==> config.mk <==
export PLATFORM = sky130hd
export DESIGN_NAME = cfgsp_regfile
export DESIGN_NICKNAME = d
export VERILOG_FILES = /design/src/rtl/cfgsp_pkg.sv /design/src/rtl/cfgsp_init_table.sv /design/src/rtl/cfgsp_lane_merge.sv /design/src/rtl/cfgsp_reg_array.sv /design/src/rtl/cfgsp_regfile.sv
export SDC_FILE = /design/constraint.sdc
export NUM_CORES = 2
export LEC_CHECK = 0
export CORE_UTILIZATION = 45
export CTS_BUF_LIST = sky130_fd_sc_hd__clkbuf_2
export DETAILED_ROUTE_END_ITERATION = 8
export PLACE_DENSITY_LB_ADDON = 0.05
export SYNTH_ARGS = -nofsm -noshare
export SYNTH_HDL_FRONTEND = slang
export SYNTH_HIERARCHICAL = 1
export SYNTH_SLANG_ARGS = --single-unit
==> constraint.sdc <==
create_clock -name clk -period 4.7 [get_ports clk]
set_input_delay 0.705 -clock clk [delete_from_list [all_inputs] [get_ports clk]]
set_output_delay 0.705 -clock clk [all_outputs]
set_load 0.005 [all_outputs]
==> src/rtl/cfgsp_pkg.sv <==
// Shared encodings, fixed register positions and elaboration-time helpers
// for the configuration header register file. Assumes 32-bit registers.
package cfgsp_pkg;

    typedef enum logic [1:0] {
        ACC_BYTE  = 2'd0,
        ACC_HALF  = 2'd1,
        ACC_DWORD = 2'd2
    } acc_size_e;

    localparam int BAR_FIRST = 4;   // first base-address register
    localparam int MAX_BARS  = 6;   // slots available
    localparam int IRQ_REG   = 15;  // interrupt line / pin register

    // A slot is legal when its size is a power of two and it fits under 2^32.
    function automatic logic bar_is_legal(logic [31:0] base, logic [31:0] size);
        logic [32:0] top_end;
        top_end = {1'b0, base} + {1'b0, size};
        return (size != 32'd0) && ((size & (size - 32'd1)) == 32'd0) &&
               (top_end <= 33'h1_0000_0000);
    endfunction

    // Reset contents of a configured slot: aligned base plus type bits.
    function automatic logic [31:0] bar_reset_value(logic [31:0] base, logic is_io);
        return is_io ? ((base & 32'hFFFF_FFFC) | 32'h1) : (base & 32'hFFFF_FFF0);
    endfunction

    // Writable bits of a configured slot: everything at or above the size bit.
    function automatic logic [31:0] bar_write_mask(logic [31:0] size);
        return ~(size - 32'd1);
    endfunction

endpackage

==> src/rtl/cfgsp_init_table.sv <==
// Elaboration-time table of reset values and writable masks for every
// register. It is pure constant logic. It assumes NUM_REG covers the
// identity, base-address and interrupt registers (at least 16).
module cfgsp_init_table #(
    parameter int              NUM_REG   = 64,
    parameter logic [15:0]     VENDOR_ID = 16'h0000,
    parameter logic [15:0]     DEVICE_ID = 16'h0000,
    parameter logic [7:0]      CLASS_ID  = 8'h00,
    parameter logic [7:0]      SUBCLASS  = 8'h00,
    parameter bit              IS_BRIDGE = 1'b0,
    parameter int              NUM_BARS  = 0,
    parameter logic [5:0][31:0] BAR_BASE = '0,
    parameter logic [5:0][31:0] BAR_SIZE = '0,
    parameter logic [5:0]      BAR_IO    = '0
) (
    output logic [NUM_REG-1:0][31:0] init_val,
    output logic [NUM_REG-1:0][31:0] wmask
);
    import cfgsp_pkg::*;

    // One branch per register class, chosen by its index.
    for (genvar g = 0; g < NUM_REG; g++) begin : g_reg
        if (g == 0) begin : g_ident
            assign init_val[g] = {DEVICE_ID, VENDOR_ID};
            assign wmask[g]    = '1;
        end else if (g == 2) begin : g_class
            assign init_val[g] = {CLASS_ID, SUBCLASS, 16'h0000};
            assign wmask[g]    = '1;
        end else if (g == 3) begin : g_hdr
            assign init_val[g] = IS_BRIDGE ? 32'h0001_0000 : 32'h0;
            assign wmask[g]    = '1;
        end else if (g >= BAR_FIRST && g < BAR_FIRST + MAX_BARS) begin : g_bar
            localparam int  SLOT = g - BAR_FIRST;
            localparam bit  USED = (SLOT < NUM_BARS) &&
                                   bar_is_legal(BAR_BASE[SLOT], BAR_SIZE[SLOT]);
            assign init_val[g] = USED ? bar_reset_value(BAR_BASE[SLOT], BAR_IO[SLOT]) : 32'h0;
            assign wmask[g]    = USED ? bar_write_mask(BAR_SIZE[SLOT]) : 32'h0;
        end else begin : g_plain
            assign init_val[g] = 32'h0;
            assign wmask[g]    = '1;
        end
    end

endmodule

==> src/rtl/cfgsp_lane_merge.sv <==
// Merges a byte, half or dword write into one stored register through its
// writable mask. It assumes write data is right-aligned. A half write at an
// odd lane and an unknown size are refused (accept low).
module cfgsp_lane_merge (
    input  logic [1:0]  size,
    input  logic [1:0]  lane_sel,
    input  logic [31:0] data,
    input  logic [31:0] old_val,
    input  logic [31:0] wmask,
    output logic [31:0] new_val,
    output logic        accept
);
    import cfgsp_pkg::*;

    logic [31:0] lane;
    logic [31:0] dsh;
    logic [31:0] eff;

    // Build the lane mask and the shifted data for the access width.
    always_comb begin
        lane   = '0;
        dsh    = '0;
        accept = 1'b0;
        case (acc_size_e'(size))
            ACC_BYTE: begin
                lane   = 32'h0000_00FF << {lane_sel, 3'b000};
                dsh    = {24'h0, data[7:0]} << {lane_sel, 3'b000};
                accept = 1'b1;
            end
            ACC_HALF: begin
                if (!lane_sel[0]) begin
                    lane   = 32'h0000_FFFF << {lane_sel[1], 4'b0000};
                    dsh    = {16'h0, data[15:0]} << {lane_sel[1], 4'b0000};
                    accept = 1'b1;
                end
            end
            ACC_DWORD: begin
                lane   = '1;
                dsh    = data;
                accept = 1'b1;
            end
            default: accept = 1'b0;
        endcase
    end

    // Keep every bit outside lane-and-mask, take the data inside it.
    always_comb begin
        eff     = lane & wmask;
        new_val = (old_val & ~eff) | (dsh & eff);
    end

endmodule

==> src/rtl/cfgsp_reg_array.sv <==
// Storage for all registers. Sync active-low reset loads the table values.
// One merged write per cycle. The interrupt sideband overrides bits 15:0 of
// its register after any same-cycle write.
module cfgsp_reg_array #(
    parameter int NUM_REG   = 64,
    localparam int REG_IDX_W = $clog2(NUM_REG)
) (
    input  logic                      clk,
    input  logic                      rst_n,
    input  logic [NUM_REG-1:0][31:0]  init_val,
    input  logic                      wr_hit,
    input  logic [REG_IDX_W-1:0]      wr_reg,
    input  logic [31:0]               wr_val,
    input  logic                      irq_set,
    input  logic [7:0]                irq_line,
    input  logic [1:0]                irq_pin,
    output logic [NUM_REG-1:0][31:0]  regs_q
);
    import cfgsp_pkg::*;

    for (genvar g = 0; g < NUM_REG; g++) begin : g_cell
        if (g == IRQ_REG) begin : g_irq
            // Register write, then sideband line/pin load on top of it.
            always_ff @(posedge clk) begin
                if (!rst_n) begin
                    regs_q[g] <= init_val[g];
                end else begin
                    if (wr_hit && wr_reg == REG_IDX_W'(g))
                        regs_q[g] <= wr_val;
                    if (irq_set)
                        regs_q[g][15:0] <= {({6'b0, irq_pin} + 8'd1), irq_line};
                end
            end
        end else begin : g_std
            // Plain register: load on a write aimed at it.
            always_ff @(posedge clk) begin
                if (!rst_n)
                    regs_q[g] <= init_val[g];
                else if (wr_hit && wr_reg == REG_IDX_W'(g))
                    regs_q[g] <= wr_val;
            end
        end
    end

endmodule

==> src/rtl/cfgsp_regfile.sv <==
// Top of the configuration header register file. It decodes the write
// offset, drops out-of-range accesses, merges through the mask and serves
// registered dword reads (one-cycle latency, old value on collision).
module cfgsp_regfile #(
    parameter int               NUM_REG   = 64,
    parameter int               ADDR_W    = 10,
    parameter logic [15:0]      VENDOR_ID = 16'h1D0F,
    parameter logic [15:0]      DEVICE_ID = 16'h0042,
    parameter logic [7:0]       CLASS_ID  = 8'h02,
    parameter logic [7:0]       SUBCLASS  = 8'h00,
    parameter bit               IS_BRIDGE = 1'b0,
    parameter int               NUM_BARS  = 2,
    parameter logic [5:0][31:0] BAR_BASE  = {32'h0, 32'h0, 32'h0, 32'h0,
                                             32'h0000_1000, 32'h8000_0000},
    parameter logic [5:0][31:0] BAR_SIZE  = {32'h0, 32'h0, 32'h0, 32'h0,
                                             32'h0000_0100, 32'h0001_0000},
    parameter logic [5:0]       BAR_IO    = 6'b000010,
    localparam int IDX_W     = ADDR_W - 2,
    localparam int REG_IDX_W = $clog2(NUM_REG)
) (
    input  logic              clk,
    input  logic              rst_n,
    input  logic              wr_en,
    input  logic [1:0]        wr_size,
    input  logic [ADDR_W-1:0] wr_addr,
    input  logic [31:0]       wr_data,
    input  logic              rd_en,
    input  logic [IDX_W-1:0]  rd_idx,
    output logic              rd_valid,
    output logic [31:0]       rd_data,
    input  logic              irq_set,
    input  logic [7:0]        irq_line,
    input  logic [1:0]        irq_pin
);
    logic [NUM_REG-1:0][31:0] init_val;
    logic [NUM_REG-1:0][31:0] wmask;
    logic [NUM_REG-1:0][31:0] regs_q;
    logic [IDX_W-1:0]         wr_idx;
    logic                     wr_in_range;
    logic [REG_IDX_W-1:0]     wr_reg;
    logic [31:0]              merged;
    logic                     lane_ok;
    logic                     wr_hit;

    cfgsp_init_table #(
        .NUM_REG(NUM_REG), .VENDOR_ID(VENDOR_ID), .DEVICE_ID(DEVICE_ID),
        .CLASS_ID(CLASS_ID), .SUBCLASS(SUBCLASS), .IS_BRIDGE(IS_BRIDGE),
        .NUM_BARS(NUM_BARS), .BAR_BASE(BAR_BASE), .BAR_SIZE(BAR_SIZE),
        .BAR_IO(BAR_IO)
    ) u_table (
        .init_val(init_val),
        .wmask   (wmask)
    );

    // Split the byte offset into dword index and lane; flag out-of-range.
    always_comb begin
        wr_idx      = wr_addr[ADDR_W-1:2];
        wr_in_range = int'(wr_idx) < NUM_REG;
        wr_reg      = wr_idx[REG_IDX_W-1:0];
    end

    cfgsp_lane_merge u_merge (
        .size    (wr_size),
        .lane_sel(wr_addr[1:0]),
        .data    (wr_data),
        .old_val (regs_q[wr_reg]),
        .wmask   (wmask[wr_reg]),
        .new_val (merged),
        .accept  (lane_ok)
    );

    // A write commits only when in range and the lane is legal.
    always_comb wr_hit = wr_en && wr_in_range && lane_ok;

    cfgsp_reg_array #(.NUM_REG(NUM_REG)) u_regs (
        .clk     (clk),
        .rst_n   (rst_n),
        .init_val(init_val),
        .wr_hit  (wr_hit),
        .wr_reg  (wr_reg),
        .wr_val  (merged),
        .irq_set (irq_set),
        .irq_line(irq_line),
        .irq_pin (irq_pin),
        .regs_q  (regs_q)
    );

    // Registered read port; samples pre-write contents, all ones past the end.
    always_ff @(posedge clk) begin
        if (!rst_n) begin
            rd_valid <= 1'b0;
            rd_data  <= '0;
        end else begin
            rd_valid <= rd_en;
            if (rd_en)
                rd_data <= (int'(rd_idx) < NUM_REG) ? regs_q[rd_idx[REG_IDX_W-1:0]] : 32'hFFFF_FFFF;
        end
    end

endmodule

==> Word level (Yosys, flattened, before mapping) <==
Memories as Yosys holds them, arrays and structs flattened.
Index checks and enable logic that the tools add are counted.
{ "word_totals": {"regBits": 2081, "latch_bits": 0, "ram_bits": 0, "mem_bits_ro": 2048, "in_bits": 67, "out_inout_bits": 33, "word_cells": 231, "n_memories": 1} }
{ "classes": {"add_sub_neg": 1, "multipliers": 0, "div": 0, "magnitude_cmp": 4, "n_eq_ne": 65, "shift": 4, "muxes": 14, "bitwise": 5, "n_reduce_logical": 70} }
{ "memory_table": {"columns": ["memory", "depth", "word_bits", "read_ports", "rd_clocked_by_memory_dff", "write_ports", "line_no", "text"], "rows": [
  ["(name not given)", 64, 32, 1, 0, 0, "cfgsp_regfile.sv:67", ".wmask (wmask[wr_reg]),"]
]} }
{ "ops": {"columns": ["operator", "n"], "rows": [
  ["32-bit binary-select mux with 6-bit select", 2],
  ["6-bit == test, second input constant", 32],
  ["32-bit 2-to-1 mux", 6],
  ["32-bit case mux with 3 select lines", 2],
  ["32-bit bitwise AND", 3],
  ["6-bit by 5-bit == test with 1-bit output, second input constant", 16],
  ["1-bit logical AND", 66],
  ["6-bit by 4-bit == test with 1-bit output, second input constant", 8],
  ["16-bit 2-to-1 mux", 2],
  ["32-bit NOT", 1],
  ["32-bit OR", 1],
  ["16-bit by 5-bit << shifter with 32-bit output", 1],
  ["16-bit by 5-bit << shifter with 32-bit output, first input constant", 1],
  ["8-bit by 5-bit << shifter with 32-bit output", 1],
  ["8-bit by 5-bit << shifter with 32-bit output, first input constant", 1],
  ["6-bit by 3-bit == test with 1-bit output, second input constant", 4],
  ["8-bit by 7-bit < comparator with 1-bit output, second input constant", 2],
  ["6-bit by 7-bit < comparator with 1-bit output, second input constant", 2],
  ["6-bit by 2-bit == test with 1-bit output, second input constant", 2],
  ["6-bit by 1-bit == test with 1-bit output, second input constant", 1],
  ["6-bit logical NOT", 1],
  ["2-bit by 1-bit adder with 3-bit output, second input constant", 1],
  ["2-bit by 1-bit == test with 1-bit output, second input constant", 1],
  ["2-bit == test, second input constant", 1],
  ["other kinds (5)", 5]
]} }

==> Logic depth before layout (Yosys ltp) <==
{ "depth": {"word_depth": 9, "mapped_depth": 13, "ltp_nobuf": 8} }

==> Hierarchy <==
Netlist, hierarchy kept.
{ "by_module_without_submodules": {"columns": ["module", "n_inst", "cells_each", "area_per_inst_um2", "seq_area_each_um2"], "rows": [
  ["cfgsp_reg_array", 1, 6718, 82910.8, 61499.0],
  ["cfgsp_regfile", 1, 3284, 49068.3, 660.6],
  ["cfgsp_init_table", 1, 4098, 30757.0, 0.0],
  ["cfgsp_lane_merge", 1, 157, 1114.8, 0.0]
]} }

==> Worst setup path before layout <==
OpenSTA, ideal clock, no wires.
{ "synth_path": {"path_kind": "in2reg", "startpoint": "input wr_size[1]", "endpoint": "register u_regs/regs_q[224] (netlist bit), enable pin", "setup_time_ns": 0.466, "arrival_ns": 4.590, "t_required_ns": 4.234, "path_slack_ns": -0.355, "cell_stages": 10, "path_buffers": 5, "cell_sequence": "buf_6 buf_2 buf_2 o21ai_0 nand2_1 nor3_1 or3b_1 clkbuf_1 clkbuf_2 o21ai_0"} }
{ "synth_via": {"elab_chain_cells": 5, "word_cells_on_any_way": 7, "classes_between": "eq/ne: 2; mux: 1; reduce/logical: 4"} }
{ "synth_rtl": {"columns": ["element", "line_no", "text"], "rows": [
  ["from (decl)", "cfgsp_regfile.sv:24", "input logic [1:0] wr_size,"],
  ["2-bit == test or 2-bit logical NOT (tied branches)", "cfgsp_lane_merge.sv:24", "case (acc_size_e'(size))"],
  ["2-bit OR reduction (no source line)", null, null],
  ["1-bit case mux with 2 select lines *", "cfgsp_lane_merge.sv:24", null],
  ["net lane_ok", "cfgsp_regfile.sv:42", "logic lane_ok;"],
  ["1-bit logical AND *", "cfgsp_regfile.sv:73", "always_comb wr_hit = wr_en && wr_in_range && lane_ok;"],
  ["net wr_hit", "cfgsp_regfile.sv:43", "logic wr_hit;"],
  ["1-bit logical AND *", "cfgsp_reg_array.sv:39", "else if (wr_hit && wr_reg == REG_IDX_W'(g))"],
  ["to (signal, indexed assignment)", "cfgsp_reg_array.sv:38", "regs_q[g] <= init_val[g];"],
  ["to (signal, indexed assignment)", "cfgsp_reg_array.sv:40", "regs_q[g] <= wr_val;"],
  ["to (decl)", "cfgsp_reg_array.sv:17", "output logic [NUM_REG-1:0][31:0] regs_q"]
]} }
The timed path passes the listed nets; every way through them passes the cells marked *.
A chain may end at the register's enable or synchronous reset.

==> Final worst setup path <==
{ "layout_path": {"startpoint": "register rd_data[20]", "endpoint": "output rd_data[20]"} }
{ "layout_lines": {"columns": ["element", "line_no", "text"], "rows": [
  ["from (decl)", "cfgsp_regfile.sv:30", "output logic [31:0] rd_data,"],
  ["from (signal assigned)", "cfgsp_regfile.sv:96", "rd_data <= (int'(rd_idx) < NUM_REG) ? regs_q[rd_idx[REG_IDX_W-1:0]] : 32'hFFFF_FFFF;"]
]} }
No word-level cell between the ends.

==> metrics.md <==
| Metric | Value |
|---|---|
| Critical path's top delay family | `buffers and inverters` |
| Final nets | `14727` |
| Fmax | `0.227 GHz` |
| Vias per cell | `5.01` |
| Power Density | `306 nW/um^2` |
| Fin crit period | `4.40 ns` |
| Ys Warns | `6` |
| IO Port Bufs | `99` |
| Psw | `approximately 16 mW` |
| RR Startpoint | `u_regs/regs_q[1709]$_DFFE_PP_` |
| Max Cap Viol | `0` |
| Clock Pin Slew Worst Setup and Hold Paths | `0.09 ns` |
| Die Y | `605 microns` |
| RSZ-0062 raised after global routing | `no` |
| Post-synth EDFFs | `roughly 2000` |
| Yosys top cell area share | `a little under two fifths` |
| CP arrival | `3.69 ns` |
| Total GRT Usage | `29.4%` |
| Most used DFF post-synth | `edfxtp_1` |
| Mean Syn Cell Area | `11.5 sq um` |
| Post-Syn Area | `164000 sq um` |
| Final HPWL DP | `344000 microns` |
| Worst setup EP type | `output port` |
| Largest net degree at the start of global routing | `~100` |
| Via count | `99867` |
| Clk_lat worst skew | `2.23 ns` |
| GR Overflow Total | `0` |
| WL final | `538000 microns` |
| Post-synthesis cell type count | `65` |
| Max-slew violation count | `0` |
| Synth area leader | `edfxtp_1` |
| Setup WS post-layout | `0.302 ns` |
| Routed Antenna Nets | `0` |
| Critical path buffers and inverters | `1` |
| Area contributors post-synth | `edfxtp_1 (38%), mux4_2 (24%), buf_4 (19%), o21ai_0 (6.0%), inv_1 (4.7%)` |
| Seq/Total Area, Yosys | `between 30% and 40%` |
| Layout cells sized above 1 | `23.5%` |
| CP Class | `flip-flop to output port` |
| # Post-CTS Setup Buffers | `0` |
| Pre-CTS WS | `0.0127 ns` |
| Top Ports | `100` |
| Net Sw Frac | `32.3%` |
| Final Hold Fails | `0` |
| Final clock skew | `0.159 ns` |
| Worst Hold End | `u_regs/regs_q[483]$_DFFE_PP_` |
| Syn Inst Count | `14257` |
| 1st-pass router iterations | `6` |
| Flop pwr share | `47.5%` |
| Core Area | `362000 sq um` |
| Die Wd | `605 microns` |
| First-pass GRT wire length | `roughly 750000 microns` |
| Initial Utilization | `45.2%` |
| Pleak | `61.5 nW` |
| CP Launch Point | `rd_data[20]$_SDFFE_PN0P_` |
| Worst-path maximum fanout | `4` |
| Reg2Reg Depth | `10` |
| Drt drc | `0` |
| Clock power frac | `29.1%` |
| Critical Path RT | `3.99 ns` |
| Final instance area | `roughly 170000 sq um` |
| Slowest CP cell | `clkdlybuf4s50_1` |
| CTS H-tree depth | `6` |
| #FFs+latches synth | `2081` |
| Maximum vdd drop | `0.000238 V` |
| Relative max-transition margin | `15.2%` |
| Hold Path Depth | `4` |
| Initial antenna violation count | `44` |
| CTS sink cnt | `2081` |
| Synth-to-Final Area Change | `0.992%` |
| Cells along the critical path | `clkdlybuf4s50_1` |
| FFs w/ async S/R, synth | `0%` |
| Logic pwr share | `about a quarter` |
| Hold Crit Class | `input port to flip-flop` |
| CTS tree | `done` |
| Status | `finished clean` |
| Hold_ws | `0.208 ns` |
| DR iter-0 viols | `between 10000 and 15000` |
| Die footprint | `367000 sq um` |
| GP Congestion | `0.850` |
| Routed len/inst | `~27 microns` |
| Nature of the critical path startpoint | `flip-flop` |
| Cts hold-fix bufs | `99` |
| R2R setup slack | `about 0.8 ns` |
| Crit path largest cell delay | `0.76 ns` |
| Post-CTS Resized | `0` |
| Clock buffer depth | `4` |
| Fillers | `33869` |
| Root buf cell | `clkbuf_2` |
| Vias in the first global route | `97738` |
| Commonest cells post-synth | `buf_4 (4133), edfxtp_1 (2048), inv_1 (2039)` |
| Int Power | `34.3 mW` |
| Final setup vio count | `0` |
| Critical R2R Capture | `rd_data[13]$_SDFFE_PN0P_` |
| HP Start | `wr_data[3]` |
| DP Area | `159000 sq um` |
| Fin crit share | `93.6%` |
| CTS Buf Count | `600` |
| Row cnt | `221` |
| Worst Max-Slew Pin Slew | `roughly 1.3 ns` |
| Most frequent cell after synthesis | `buf_4` |
-- flip-flops by register name, summed over array words and instances, names as in the netlist --
| signal | count |
|---|---|
| u_regs/regs_q | 2048 |
| rd_valid | 1 |
| rd_data | 32 |
-- final cells by class --
class | instances | area (sq um) | share of cell area [%]
diodes | 25 | 62.6 | 0.0378
clock buffers | 876 | 4380 | 2.65
inverters | 2040 | 7670 | 4.63
repair buffers | 779 | 9050 | 5.47
multi-input cells | 9157 | 74800 | 45.2
clock inverters | 174 | 1320 | 0.796
well taps | 4794 | 6000 | 3.62
flip-flops and latches | 2081 | 62200 | 37.6
-- worst max-delay path by stage --
stage,cells past startpoint,slack (ns),to
floorplan,10,-0.36,u_regs/regs_q[224]$_DFFE_PP_
global placement,9,-0.41,u_regs/regs_q[492]$_DFFE_PP_
detailed placement,9,0.01,u_regs/regs_q[1380]$_DFFE_PP_
CTS,1,0.07,rd_data[27]
global route,1,0.14,rd_data[20]
finish,1,0.30,rd_data[20]
-- cells in the final DEF (no fill, tap or decap), types with 132 or more instances in the layout --
cell type / synthesis / routed
a22oi_1: 136 / 136
buf_12: 0 / 211
buf_4: 4133 / 373
clkbuf_2: 1 / 876
conb_1: 2 / 4096
edfxtp_1: 2048 / 2048
inv_1: 2039 / 2038
mux2i_1: 234 / 234
mux4_2: 1718 / 1718
o21ai_0: 1976 / 1915
o21ai_2: 132 / 132
-- through the flow --
step           setup TNS (ns)  std cells  utilization, %  power (mW)
2_1_floorplan         -174.36      18351               -        34.0
3_3_place_gp           -24.69      18750            43.8        35.8
3_5_place_dp                0      18752            43.8        36.0
4_1_cts                     0      19901            45.7        50.9
5_1_grt                     0      19910            45.7        53.0
6_report                    0      19926            45.7        50.7
-- power groups by stage --
| stage | registers (mW) | clock network [mW] | logic, mW |
|---|---|---|---|
| floorplan | 24.0 | 0 | 10.0 |
| global placement | 24.4 | 0 | 11.4 |
| detailed placement | 24.5 | 0 | 11.6 |
| CTS | 24.0 | 15.1 | 11.7 |
| global route | 24.3 | 16.0 | 12.7 |
| finish | 24.1 | 14.8 | 11.9 |
-- cells by family after synthesis --
kind of cell             count (synthesis)  synth area share (%)
AND/OR/NAND/NOR                        382                  1.22
buffers and inverters                 7113                  26.3
flip-flops                            2081                  37.9
other                                    2               0.00458
AO/OA/AOI/OAI                         2690                  9.27
adder cells (fa/ha/maj)                  1               0.00763
multiplexers                          1988                  25.3
-- metal layers --
layer / vias up / share of wire, % / GRT usage, %
met1: 50785 / 40 / 38.4
met5: - / 0.019 / 0
met4: 10 / 4.8 / 12.6
met2: 4139 / 47 / 48.0
met3: 882 / 7.9 / 5.55
li1: 44051 / - / -
(Power assumes the default switching activity.)
